File: config.mk
export PLATFORM = sky130hd
export DESIGN_NAME = periph_window_decoder
export DESIGN_NICKNAME = d
export VERILOG_FILES = /design/src/rtl/pwd_pkg.sv /design/src/rtl/pwd_base_reg.sv /design/src/rtl/pwd_window_match.sv /design/src/rtl/pwd_conflict.sv /design/src/rtl/periph_window_decoder.sv
export SDC_FILE = /design/constraint.sdc
export NUM_CORES = 1
export LEC_CHECK = 0
export BUFFER_PORTS_ARGS = -buffer_cell sky130_fd_sc_hd__buf_2
export CORE_ASPECT_RATIO = 0.7
export CORE_UTILIZATION = 46
export CTS_BUF_LIST = sky130_fd_sc_hd__clkbuf_8
export CTS_CLUSTER_DIAMETER = 40
export DETAILED_ROUTE_END_ITERATION = 6
export GPL_TIMING_DRIVEN = 1
export PLACE_DENSITY = 0.9
export REMOVE_ABC_BUFFERS = 1
export SYNTH_ARGS = -nofsm -noshare
export SYNTH_HDL_FRONTEND = slang
export SYNTH_SLANG_ARGS = --single-unit
File: constraint.sdc
create_clock -name clk -period 3.3 [get_ports clk]
set_input_delay 0.825 -clock clk [delete_from_list [all_inputs] [get_ports clk]]
set_output_delay 0.825 -clock clk [all_outputs]
set_load 0.005 [all_outputs]
File: src/rtl/pwd_pkg.sv
package pwd_pkg;
  localparam int unsigned SPACE_W = 3;
  typedef logic [SPACE_W-1:0] space_t;
  localparam space_t SPACE_SUP_DATA = 3'd5;
  localparam space_t SPACE_INT_ACK  = 3'd7;
  localparam int unsigned LANE_W = 8;
endpackage

File: src/rtl/pwd_base_reg.sv
module pwd_base_reg
  import pwd_pkg::*;
#(
  parameter int unsigned REG_W     = 16,
  parameter logic [15:0] RESET_VAL = 16'hBFFF
) (
  input  logic             clk,
  input  logic             rst_n,
  input  logic             byte_mode,
  input  logic             sel,
  input  logic             wr,
  input  logic             addr0,
  input  logic [1:0]       be,
  input  logic [REG_W-1:0] wdata,
  output logic [REG_W-1:0] reg_q,
  output logic             valid_q,
  output logic [REG_W-1:0] rdata
);
  localparam int unsigned NLANES = REG_W / LANE_W;

  logic [REG_W-1:0]  reg_d;
  logic [NLANES-1:0] wr_lane;
  logic              valid_d;

  for (genvar b = 0; b < NLANES; b++) begin : g_lane
    logic [LANE_W-1:0] src;
    assign wr_lane[b] = sel & wr & (byte_mode ? (addr0 == (b == 0)) : be[b]);
    assign src = byte_mode ? wdata[LANE_W-1:0] : wdata[LANE_W*b +: LANE_W];
    assign reg_d[LANE_W*b +: LANE_W] = wr_lane[b] ? src : reg_q[LANE_W*b +: LANE_W];
  end

  always_comb begin
    valid_d = valid_q | wr_lane[0];
  end

  always_ff @(posedge clk or negedge rst_n) begin
    if (!rst_n) begin
      reg_q   <= RESET_VAL[REG_W-1:0];
      valid_q <= 1'b0;
    end else begin
      if (|wr_lane) reg_q <= reg_d;
      if (wr_lane[0]) valid_q <= valid_d;
    end
  end

  always_comb begin
    rdata = '0;
    if (sel) begin
      if (byte_mode) rdata[LANE_W-1:0] = addr0 ? reg_q[LANE_W-1:0] : reg_q[REG_W-1 -: LANE_W];
      else           rdata = reg_q;
    end
  end

  // register keeps its value when no selected write occurs
  a_r2_hold_without_write: assert property (@(posedge clk) disable iff (!rst_n)
    !(sel && wr) |=> reg_q == $past(reg_q));
  // once enabled the window stays enabled until reset
  a_r3_valid_sticky: assert property (@(posedge clk) disable iff (!rst_n)
    valid_q |=> valid_q);
  // enabling requires a write cycle
  a_r3_valid_needs_write: assert property (@(posedge clk) disable iff (!rst_n)
    !(sel && wr) |=> $stable(valid_q));
endmodule

File: src/rtl/pwd_window_match.sv
module pwd_window_match
  import pwd_pkg::*;
#(
  parameter int unsigned ADDR_W = 24,
  parameter int unsigned OFS_W  = 12
) (
  input  logic                    clk,
  input  logic                    rst_n,
  input  logic                    enabled,
  input  logic                    bus_valid,
  input  logic [ADDR_W-1:0]       addr,
  input  space_t                  space,
  input  logic [ADDR_W-OFS_W-1:0] base,
  input  logic                    cmp_en,
  input  space_t                  code,
  output logic                    hit,
  output logic [OFS_W-1:0]        offset
);
  logic base_eq;
  logic space_ok;

  always_comb begin
    base_eq  = (addr[ADDR_W-1:OFS_W] == base);
    space_ok = (!cmp_en || (space == code)) && (space != SPACE_INT_ACK);
    hit      = bus_valid && enabled && base_eq && space_ok;
    offset   = hit ? addr[OFS_W-1:0] : '0;
  end

  // interrupt-acknowledge cycles never hit
  a_r6_intack_no_hit: assert property (@(posedge clk) disable iff (!rst_n)
    (space == SPACE_INT_ACK) |-> !hit);
  // no hit before the register is written
  a_r3_no_hit_disabled: assert property (@(posedge clk) disable iff (!rst_n)
    !enabled |-> !hit);
  // offset is zero on a miss
  a_r7_offset_zero_on_miss: assert property (@(posedge clk) disable iff (!rst_n)
    !hit |-> offset == '0);
endmodule

File: src/rtl/pwd_conflict.sv
module pwd_conflict (
  input  logic clk,
  input  logic rst_n,
  input  logic hit,
  input  logic ext_claim,
  input  logic err_en,
  output logic flag_q,
  output logic bus_err
);
  logic overlap;
  logic flag_d;

  always_comb begin
    overlap = hit & ext_claim;
    flag_d  = flag_q | overlap;
    bus_err = overlap & err_en;
  end

  always_ff @(posedge clk or negedge rst_n) begin
    if (!rst_n)       flag_q <= 1'b0;
    else if (overlap) flag_q <= flag_d;
  end

  // flag is sticky
  a_r8_flag_sticky: assert property (@(posedge clk) disable iff (!rst_n)
    flag_q |=> flag_q);
  // an overlapping access sets the flag
  a_r8_flag_set: assert property (@(posedge clk) disable iff (!rst_n)
    (hit && ext_claim) |=> flag_q);
  // bus error only with enable and a hit
  a_r9_err_gated: assert property (@(posedge clk) disable iff (!rst_n)
    bus_err |-> (err_en && hit && ext_claim));
endmodule

File: src/rtl/periph_window_decoder.sv
module periph_window_decoder
  import pwd_pkg::*;
#(
  parameter int unsigned ADDR_W    = 24,
  parameter int unsigned OFS_W     = 12,
  parameter logic [23:0] REG_ADDR  = 24'h0000F2,
  parameter logic [15:0] RESET_VAL = 16'hBFFF
) (
  input  logic              clk,
  input  logic              rst_n,
  input  logic              mode_8bit,
  input  logic              bus_valid,
  input  logic [ADDR_W-1:0] bus_addr,
  input  logic [2:0]        bus_space,
  input  logic              bus_wr,
  input  logic [1:0]        bus_be,
  input  logic [15:0]       bus_wdata,
  output logic [15:0]       bus_rdata,
  input  logic              ext_claim,
  input  logic              conflict_err_en,
  output logic              win_hit,
  output logic [OFS_W-1:0]  win_offset,
  output logic              conflict_flag,
  output logic              bus_err
);
  localparam int unsigned BASE_W = ADDR_W - OFS_W;
  localparam int unsigned REG_W  = SPACE_W + 1 + BASE_W;

  logic [1:0]       rst_sync;
  logic             rst_core_n;
  logic             reg_sel;
  logic [REG_W-1:0] reg_q;
  logic             win_enabled;

  always_ff @(posedge clk or negedge rst_n) begin
    if (!rst_n) rst_sync <= 2'b00;
    else        rst_sync <= {rst_sync[0], 1'b1};
  end
  assign rst_core_n = rst_sync[1];

  always_comb begin
    reg_sel = bus_valid && (bus_space == SPACE_SUP_DATA) &&
              (bus_addr[ADDR_W-1:1] == REG_ADDR[ADDR_W-1:1]);
  end

  pwd_base_reg #(.REG_W(REG_W), .RESET_VAL(RESET_VAL)) u_reg (
    .clk(clk), .rst_n(rst_core_n), .byte_mode(mode_8bit), .sel(reg_sel),
    .wr(bus_wr), .addr0(bus_addr[0]), .be(bus_be), .wdata(bus_wdata),
    .reg_q(reg_q), .valid_q(win_enabled), .rdata(bus_rdata)
  );

  pwd_window_match #(.ADDR_W(ADDR_W), .OFS_W(OFS_W)) u_match (
    .clk(clk), .rst_n(rst_core_n), .enabled(win_enabled), .bus_valid(bus_valid),
    .addr(bus_addr), .space(bus_space), .base(reg_q[BASE_W-1:0]),
    .cmp_en(reg_q[BASE_W]), .code(reg_q[REG_W-1 -: SPACE_W]),
    .hit(win_hit), .offset(win_offset)
  );

  pwd_conflict u_conf (
    .clk(clk), .rst_n(rst_core_n), .hit(win_hit), .ext_claim(ext_claim),
    .err_en(conflict_err_en), .flag_q(conflict_flag), .bus_err(bus_err)
  );

  // no hit without an active access
  a_r4_idle_no_hit: assert property (@(posedge clk) disable iff (!rst_core_n)
    !bus_valid |-> !win_hit);
endmodule

; Word-level counts from Yosys, hierarchy flattened
; Cells that the tools add are included.
[word_totals]
ff_bits = 20
latchBits = 0
mem_bits_rw = 0
rom_bits = 0
word_cells = 37
memories = 0
[classes]
add_sub_neg = 0
mul = 0
div_mod_pow = 0
order_cmp = 0
eq_ne = 5
shift = 0
muxes = 8
bitwise_logic = 8
n_reduce_logical = 11
[op_table]
columns = operator, count
row1 = two-way mux 8 bit, 4
row2 = equality test 23 x 7 -> 1 bit (second input constant), 1
row3 = two-way mux 16 bit, 1
row4 = equality test 12 bit, 1
row5 = two-way mux 12 bit, 1
row6 = logical AND 1 bit, 6
row7 = AND 1 bit, 5
row8 = AND reduction 2 bit, 2
row9 = equality test 3 bit, 1
row10 = equality test 3 bit (second input constant), 1
row11 = != test 3 bit (second input constant), 1
row12 = two-way mux 1 bit, 2
row13 = bitwise OR 1 bit, 2
row14 = OR reduction 2 bit, 1
row15 = logical NOT 1 bit, 1
row16 = logical OR 1 bit, 1
row17 = NOT 1 bit, 1

; Depth between registers and ports, before layout
; Gate-level depths: netlist (run 1).
[logic_depth]
ltp_word = 7
ltp_mapped = 6

; Cells and area by module
; A second synthesis (run 1) with hierarchy kept.
[unflattened]
cells_unflattened = 153
area_unflattened_um2 = 1561.5
[by_module_without_submodules]
columns = module, n_inst, cells_per_inst, area_per_inst_um2, seq_area_each_um2
row1 = pwd_base_reg, 1, 85, 1038.5, 444.2
row2 = pwd_window_match, 1, 51, 344.1, 0.0
row3 = periph_window_decoder, 1, 14, 140.1, 50.0
row4 = pwd_conflict, 1, 3, 38.8, 25.0

; Worst setup path after synthesis (run 1)
; No wires, ideal clock.
[synth_timing]
path_type = input-to-output
start = in bus_addr[11]
end = out bus_rdata[13]
arrival_time_ns = 2.298
setup_slack_ns = 0.177
cell_stages = 6
n_path_buf = 2
cell_sequence = nor4_2 nand4_2 or4_1 buf_6 buf_8 nor3b_2
[synth_between]
elab_chain_cells = 3
[synth_lines]
columns = element, line_no
row1 = start: declaration, periph_window_decoder.sv:13  ; input logic [ADDR_W-1:0] bus_addr,
row2 = equality test 23 x 7 -> 1 bit, periph_window_decoder.sv:43  ; (bus_addr[ADDR_W-1:1] == REG_ADDR[ADDR_W-1:1]);
row3 = logical AND 1 bit, periph_window_decoder.sv:42  ; reg_sel = bus_valid && (bus_space == SPACE_SUP_DATA) &&
row4 = two-way mux 16 bit, pwd_base_reg.sv:48  ; if (sel) begin
row5 = end: declaration, periph_window_decoder.sv:18  ; output logic [15:0] bus_rdata,
; Every way passes these cells.

; Worst setup path after layout (run 1)
[layout_timing]
start = in bus_addr[18]
end = out bus_rdata[12]
; Same word-level chain as after synthesis.

==> qor.csv, run 1 <==
stage;metric;value;unit
die;die_area;3520;µm²
sta;hold_ws;0.296;ns
global_route;overflow;0;
cells_and_area;num_antenna_cells;0;
worst_setup_path;critPathMaxFanout;8;
synthesis;synthSimpleGateAreaFrac;27.7;%
synthesis;ys_types;32;
route;drt_iter0_markers;150;
synthesis;seq_area_frac_synth;34.4;%
sta;finalClockSkew;0.00914;ns
sta;setup_viol;0;
placed_design;place_area;2000;µm²
synthesis;synth-main-ff-cell;dfstp_2;
route;vias_per_cell;5.58;
synthesis;muxShareOfSynthArea;18.5;%
power;max-vdd-ir-drop;0.248;mV
synthesis;syn_area;1510;µm²
die;io-pin-count;83;
synthesis;synth_common_cells;24 x mux2_2, 20 x nand2_1, 15 x dfstp_2;
synthesis;synthArstFlopShare;100;%
placed_design;gp_congestion;0.863;
sta;slew_headroom;51.7;%
synthesis;netlist_instances;159;
worst_setup_path;critPathLaunchType;input port;
route;drtAntennaViolNets;0;
clock_network;clkTransAtPathRegs;0.08;ns
die;dieWidth;70.5;µm
cells_and_area;drive_above_1_share;61.8;%
global_route;grt_max_degree;19;
worst_setup_path;timing.rr.end;u_conf.flag_q;
sta;worstMarginPinSlew;0.724;ns
synthesis;ys_warn_count;0;
route;wl;4750;µm
sta;max_freq;306;MHz
cells_and_area;postLayoutCellArea;2190;µm²
placed_design;io_buffer_count;82;
worst_setup_path;reg2reg_slack;1.59;ns
worst_setup_path;r2r_cells;5;
worst_hold_path;hold_class;flip-flop to async pin;
global_route;grtUsageTotal;25.3;%
route;wl_per_cell;16.5;µm
synthesis;synth-edff-count;0;
sta;finalCritPeriodShare;99.0;%
worst_setup_path;cp.required;2.47;ns
die;start_util;48.0;%
clock_network;clockBufferDepth;2;
sta;layout_min_cycle_time;3.27;ns
route;via_count;1602;
global_route;grt_first_pass_wirelength;6800;µm
route;drcViolationCount;18;
synthesis;yosysMostFrequentCell;mux2_2;
die;core_area;3150;µm²
synthesis;synth_area_leaders;dfstp_2 26%, mux2_2 18%, dfrtp_1 8.3%;
synthesis;synthXorXnorAreaFrac;8.69;%
die;rows;17;
clock_network;postCtsHoldBufs;0;
power;p_per_area;243;nW/µm²
die;die_h;50.0;µm
route;firstDrtPassIters;7;
synthesis;ys_seq_elements;20;
worst_setup_path;critical_path.reg2reg.startpoint;u_reg.reg_q[9];
flow_run;drv_cap;0;
worst_setup_path;worstSetupPathType;input port to primary output;
placed_design;place_hpwl;3330;µm
clock_network;h-tree-depth;1;
clock_network;clk_root_buffer_cell;clkbuf_8;
run_status;status;finished, violations left;
clock_network;cts_tree;done;
synthesis;synth_compound_area_share;3.97;%
synthesis;yosys.area.top_type;dfstp_2;
sta;layout_setup_ws;0.0337;ns
synthesis;synth_top_family_by_area;simple AND/OR/NAND/NOR gates;
synthesis;synthAdderAreaFrac;0;%
clock_network;insertion_delay;0.26;ns
global_route;grt_pass1_vias;1430;
sta;rsz0062_at_grt;no;
worst_setup_path;cp-end-kind;primary output;
synthesis;synth_top_area_share;26.1;%
cells_and_area;nNetsFinal;302;
placed_design;place_ws;-0.0508;ns
global_route;antenna_found_initial;0;
worst_setup_path;cp.arrival;2.44;ns
clock_network;cts_buffers;3;
clock_network;cts_sinks;20;
run_status;violations;design-rule violations;
sta;hold_violations;0;
power;total_leakage_power;0.00106;µW
cells_and_area;synthToLayoutAreaGrowth;44.7;%
sta;slew_violations;0;
synthesis;avgSynthCellArea;9.51;µm²
cell type report:
cell class / count / area (µm²)
well taps: 38 / 47.5
inverters: 13 / 48.8
multi-input cells: 118 / 980
flip-flops and latches: 20 / 519
clock buffers: 4 / 55.1
fillers: 250 / 961
repair buffers: 94 / 537
how the worst max path moves through the flow:
stage / slack, ns / end / start / depth (start not counted)
finish: 0.03 / bus_rdata[12] / bus_addr[18] / 7
global route: 0.006 / bus_rdata[9] / bus_addr[18] / 7
CTS: 0.01 / bus_rdata[12] / bus_addr[17] / 7
detailed placement: -0.05 / bus_rdata[15] / bus_addr[17] / 7
global placement: -0.04 / bus_rdata[15] / bus_addr[10] / 7
floorplan: 0.11 / bus_rdata[10] / bus_addr[11] / 4
metal layers:
layer  GRT usage [%]  up-vias  share of wire, %
met1            32.0      750                40
met3            5.73       16                10
li1                -      735                 -
met4            7.48        0               2.6
met5               0        -                 0
met2            43.4      101                47
cells by family after synthesis:
family,after synthesis
XOR/XNOR,15
buffers and inverters,21
AO/OA/AOI/OAI,11
other,1
flip-flops,20
multiplexers,25
AND/OR/NAND/NOR,66
critical path, stage by stage:
cell       delay, ns
buf_2           0.12
nor4_4          0.29
nand4_2         0.13
or4_4           0.58
clkbuf_16       0.19
nor3b_2         0.16
buf_2           0.14
sequential cells by signal (all words and copies together) (netlist names):
register       cells
u_reg.reg_q       16
rst_sync           2
u_conf.flag_q      1
u_reg.valid_q      1
per-stage QoR:
step | cells | power [µW] | utilization (%) | setup TNS [ns]
2_1_floorplan | 151 | 284 | - | 0
3_3_place_gp | 281 | 337 | 63.4 | -0.0725
3_5_place_dp | 281 | 339 | 63.4 | -0.161
4_1_cts | 285 | 530 | 66.1 | 0
5_1_grt | 287 | 554 | 69.5 | 0
6_report | 287 | 532 | 69.5 | 0
where the power goes:
part           switching (µW)  total [µW]  internal, µW
clock                    81.4         188           106
combinational            48.3        93.3          44.9
sequential               4.30         251           247
total                     134         532           398
cells in the final DEF, fill, tap and decap left out, types with 2 or more instances in the layout:
cell	count
nor2_1	3
xor2_1	7
or3_1	2
xnor2_1	8
mux2_2	24
nand3_1	3
dfrtp_1	5
buf_4	10
nor2b_1	2
nor3b_2	5
inv_1	13
nand2_1	20
dfstp_2	15
nand4_2	2
a21oi_1	9
nor3b_4	3
nor3_1	13
nor4_4	4
buf_2	81
clkbuf_8	4
nand4_1	3
timing repair:
| action | in CTS | in global routing |
|---|---|---|
| cloned | 0 | 1 |
| pin swaps | 0 | 6 |
| setup buffers | 0 | 1 |
| endpoints found under the setup margin | 6 | 16 |
| gates resized for setup | 4 | 15 |
No activity file was read; power rests on OpenSTA's default activity.
==> run 2, diff against run 1 <==
--- a/config.mk
+++ b/config.mk
@@ -7,13 +7,14 @@
 export LEC_CHECK = 0
 export BUFFER_PORTS_ARGS = -buffer_cell sky130_fd_sc_hd__buf_2
 export CORE_ASPECT_RATIO = 0.7
-export CORE_UTILIZATION = 46
+export CORE_UTILIZATION = 47
 export CTS_BUF_LIST = sky130_fd_sc_hd__clkbuf_8
 export CTS_CLUSTER_DIAMETER = 40
 export DETAILED_ROUTE_END_ITERATION = 6
 export GPL_TIMING_DRIVEN = 1
-export PLACE_DENSITY = 0.9
+export PLACE_DENSITY = 0.91
 export REMOVE_ABC_BUFFERS = 1
 export SYNTH_ARGS = -nofsm -noshare
 export SYNTH_HDL_FRONTEND = slang
+export SYNTH_HIERARCHICAL = 1
 export SYNTH_SLANG_ARGS = --single-unit
==> qor.csv, run 2 <==
stage;metric;value;unit;change
route;wl_per_cell;14.9;µm;-10%
route;met2_length;1830;µm;-17%
synthesis;yosys.area.top_type;dfstp_2;;
cells_and_area;fin_cells;275;;-4.2%
power;total_leakage_power;0.000980;µW;-7.4%
placed_design;dp_cells;271;;-3.6%
synthesis;ys_warn_count;6;;+6
route;met1_length;1960;µm;+2.5%
sta;rsz0062_at_grt;no;;
route;drt_iter0_markers;53;;-65%
cells_and_area;final_util;65.8;%;-3.7 points
sta;setup_viol;0;;unchanged
cells_and_area;top_register;u_reg/reg_q;;
cells_and_area;layout_commonest_cell;buf_2;;
synthesis;synth-edff-count;0;;unchanged
clock_network;post-cts-setup-buffers;0;;unchanged
synthesis;netlist_instances;153;;-3.8%
cells_and_area;seq_area;519;µm²;unchanged
clock_network;clockBufferDepth;2;;unchanged
die;dieWidth;70.9;µm;+0.54%
cells_and_area;multi_input_area;993;µm²;+1.4%
worst_setup_path;cp-end-kind;primary output;;
sta;finalClockSkew;0.00391;ns;-0.00523 ns
clock_network;cts_resized;0;;-4
placed_design;io_buffer_count;82;;unchanged
synthesis;syn_area;1560;µm²;+3.3%
worst_setup_path;cp.arrival;2.35;ns;-0.09 ns
die;start_util;49.6;%;+1.6 points
clock_network;cts_tree;done;;
worst_setup_path;worstSetupPathType;input port to primary output;;
route;wl_met3;264;µm;-47%
clock_network;cts_buffers;3;;unchanged
die;die_area;3560;µm²;+1.1%
synthesis;ys_seq_elements;20;;unchanged
sta;hold_violations;0;;unchanged
placed_design;gp_congestion;0.877;;+1.7%
die;io-pin-count;83;;unchanged
flow_run;drv_cap;0;;unchanged
clock_network;cts_sinks;20;;unchanged
worst_hold_path;hold_class;flip-flop to async pin;;
route;drtAntennaViolNets;0;;unchanged
cells_and_area;synthToLayoutAreaGrowth;32.7;%;
synthesis;synthArstFlopShare;100;%;unchanged
worst_setup_path;critPathMaxFanout;6;;-2
global_route;overflow;0;;unchanged
synthesis;yosysMostFrequentCell;nand2_1;;
clock_network;insertion_delay;0.26;ns;about the same
clock_network;postCtsHoldBufs;0;;unchanged
cells_and_area;postLayoutCellArea;2070;µm²;-5.3%
die;core_area;3150;µm²;unchanged
sta;slew_violations;0;;unchanged
route;vias_per_cell;5.31;;-5.0%
sta;worstMarginPinSlew;0.723;ns;-0.000819 ns
global_route;grt_max_degree;19;;unchanged
sta;finalCritPeriodShare;96.3;%;-2.7 points
sta;slew_headroom;51.8;%;+0.055 points
run_status;status;finished, final reports clean;;
global_route;antenna_found_initial;0;;unchanged
synthesis;synth_common_cells;18 x nand2_1, 15 x dfstp_2, 15 x mux2_2, 15 x nand3_1, 13 x nor2_1;;
worst_setup_path;cp.required;2.47;ns;about the same
synthesis;synth_top_area_share;25.2;%;-0.84 points
synthesis;ys_types;38;;+19%
cells_and_area;nNetsFinal;290;;-4.0%
placed_design;place_hpwl;3240;µm;-2.5%
global_route;grt_first_pass_wirelength;6690;µm;-1.5%
route;top_layer_used;met4;;
cells_and_area;num-fill-cells;257;;+2.8%
power;max-vdd-ir-drop;0.243;mV;-1.9%
clock_network;clkTransAtPathRegs;0.08;ns;about the same
worst_setup_path;critPathLaunchType;input port;;
route;via_count;1459;;-8.9%
die;rows;17;;unchanged
power;power;576;µW;+8.2%
clock_network;clk_root_buffer_cell;clkbuf_8;;
sta;layout_min_cycle_time;3.18;ns;-0.0876 ns
global_route;grtUsageTotal;24.5;%;-0.80 points
power;p_per_area;278;nW/µm²;+14%
cells_and_area;largest_registers;u_reg/reg_q x16, rst_sync x2;;
cells_and_area;num_antenna_cells;0;;unchanged
die;die_h;50.2;µm;+0.53%
global_route;grt_pass1_vias;1389;;-2.9%
route;firstDrtPassIters;6;;-1
route;wl;4090;µm;-14%
synthesis;synth-main-ff-cell;dfstp_2;;
route;drcViolationCount;0;;-18
sta;tns;0;ns;unchanged
cells_and_area;drive_above_1_share;59.1;%;-2.8 points
cells_and_area;mostFrequentLayoutCells;82 x buf_2, 18 x nand2_1, 15 x nand3_1, 15 x mux2_2, 15 x dfstp_2;;
clock_network;h-tree-depth;1;;unchanged
sta;max_freq;315;MHz;+2.8%
cells_and_area;largest_reg_flops;16;;unchanged
synthesis;synth_area_leaders;dfstp_2 25%, mux2_2 11%, dfrtp_1 8.0%;;
placed_design;place_area;1990;µm²;-0.13%
synthesis;seq_area_frac_synth;33.3;%;-1.1 points
synthesis;avgSynthCellArea;10.2;µm²;+7.4%
-- run 2: power by group --
part | internal [µW] | switching (µW)
Clock | 162 | 82.7
Combinational | 41.8 | 38.3
Sequential | 247 | 4.26
Total | 451 | 125
-- run 2: metrics by stage --
| step | setup WS, ns | hold WS, ns |
|---|---|---|
| 6_report | 0.121 | 0.305 |
| 3_3_place_gp | 0.188 | 0.299 |
| 2_1_floorplan | 0.454 | 0.215 |
| 4_1_cts | 0.0772 | 0.331 |
| 3_5_place_dp | 0.156 | 0.324 |
| 5_1_grt | 0.0171 | 0.314 |
-- run 2: worst paths after layout --
check	cells after the start	slack, ns	to	startpoint
max	7	0.12	bus_rdata[6]	bus_addr[22]
min reg2reg	0	0.30	u_reg/reg_q[14]	rst_sync[1]
min in group clk	0	0.35	rst_sync[1]	rst_sync[0]
max reg2reg	5	1.62	u_conf/flag_q	u_reg/reg_q[7]
min	0	0.30	u_reg/reg_q[14]	rst_sync[1]
max in group asynchronous	0	2.54	u_reg/valid_q	rst_sync[1]
-- run 2: routing by layer --
layer	global-route usage [%]	vias to the layer above
met5	0	-
met3	5.82	6
met4	3.00	0
li1	-	695
met2	40.1	61
met1	34.0	697
-- run 2: cell type report --
type                            count  share of cell area, %
Timing Repair Buffer               86                   21.3
Tap cell                           38                   2.29
Multi-Input combinational cell    127                   47.9
Clock inverter                      1                   1.45
Clock buffer                        3                   1.99
Sequential cell                    20                   25.1
-- run 2: critical path, cell delays in order --
cell	delay (ns)
buf_2	0.11
nor4b_1	0.41
nand3_1	0.20
nor3_4	0.24
buf_4	0.19
a21boi_0	0.23
buf_2	0.15
-- run 2: logic make-up after synthesis --
| family | after synthesis | share of synthesized area [%] |
|---|---|---|
| and+or+nand+nor | 75 | 27.6 |
| xor gates and xnor gates | 15 | 8.41 |
| other | 1 | 0.240 |
| AOI/OAI and AO/OA | 11 | 6.17 |
| DFF | 20 | 33.3 |
| muxes | 25 | 20.7 |
| buffers and inverters | 6 | 3.61 |
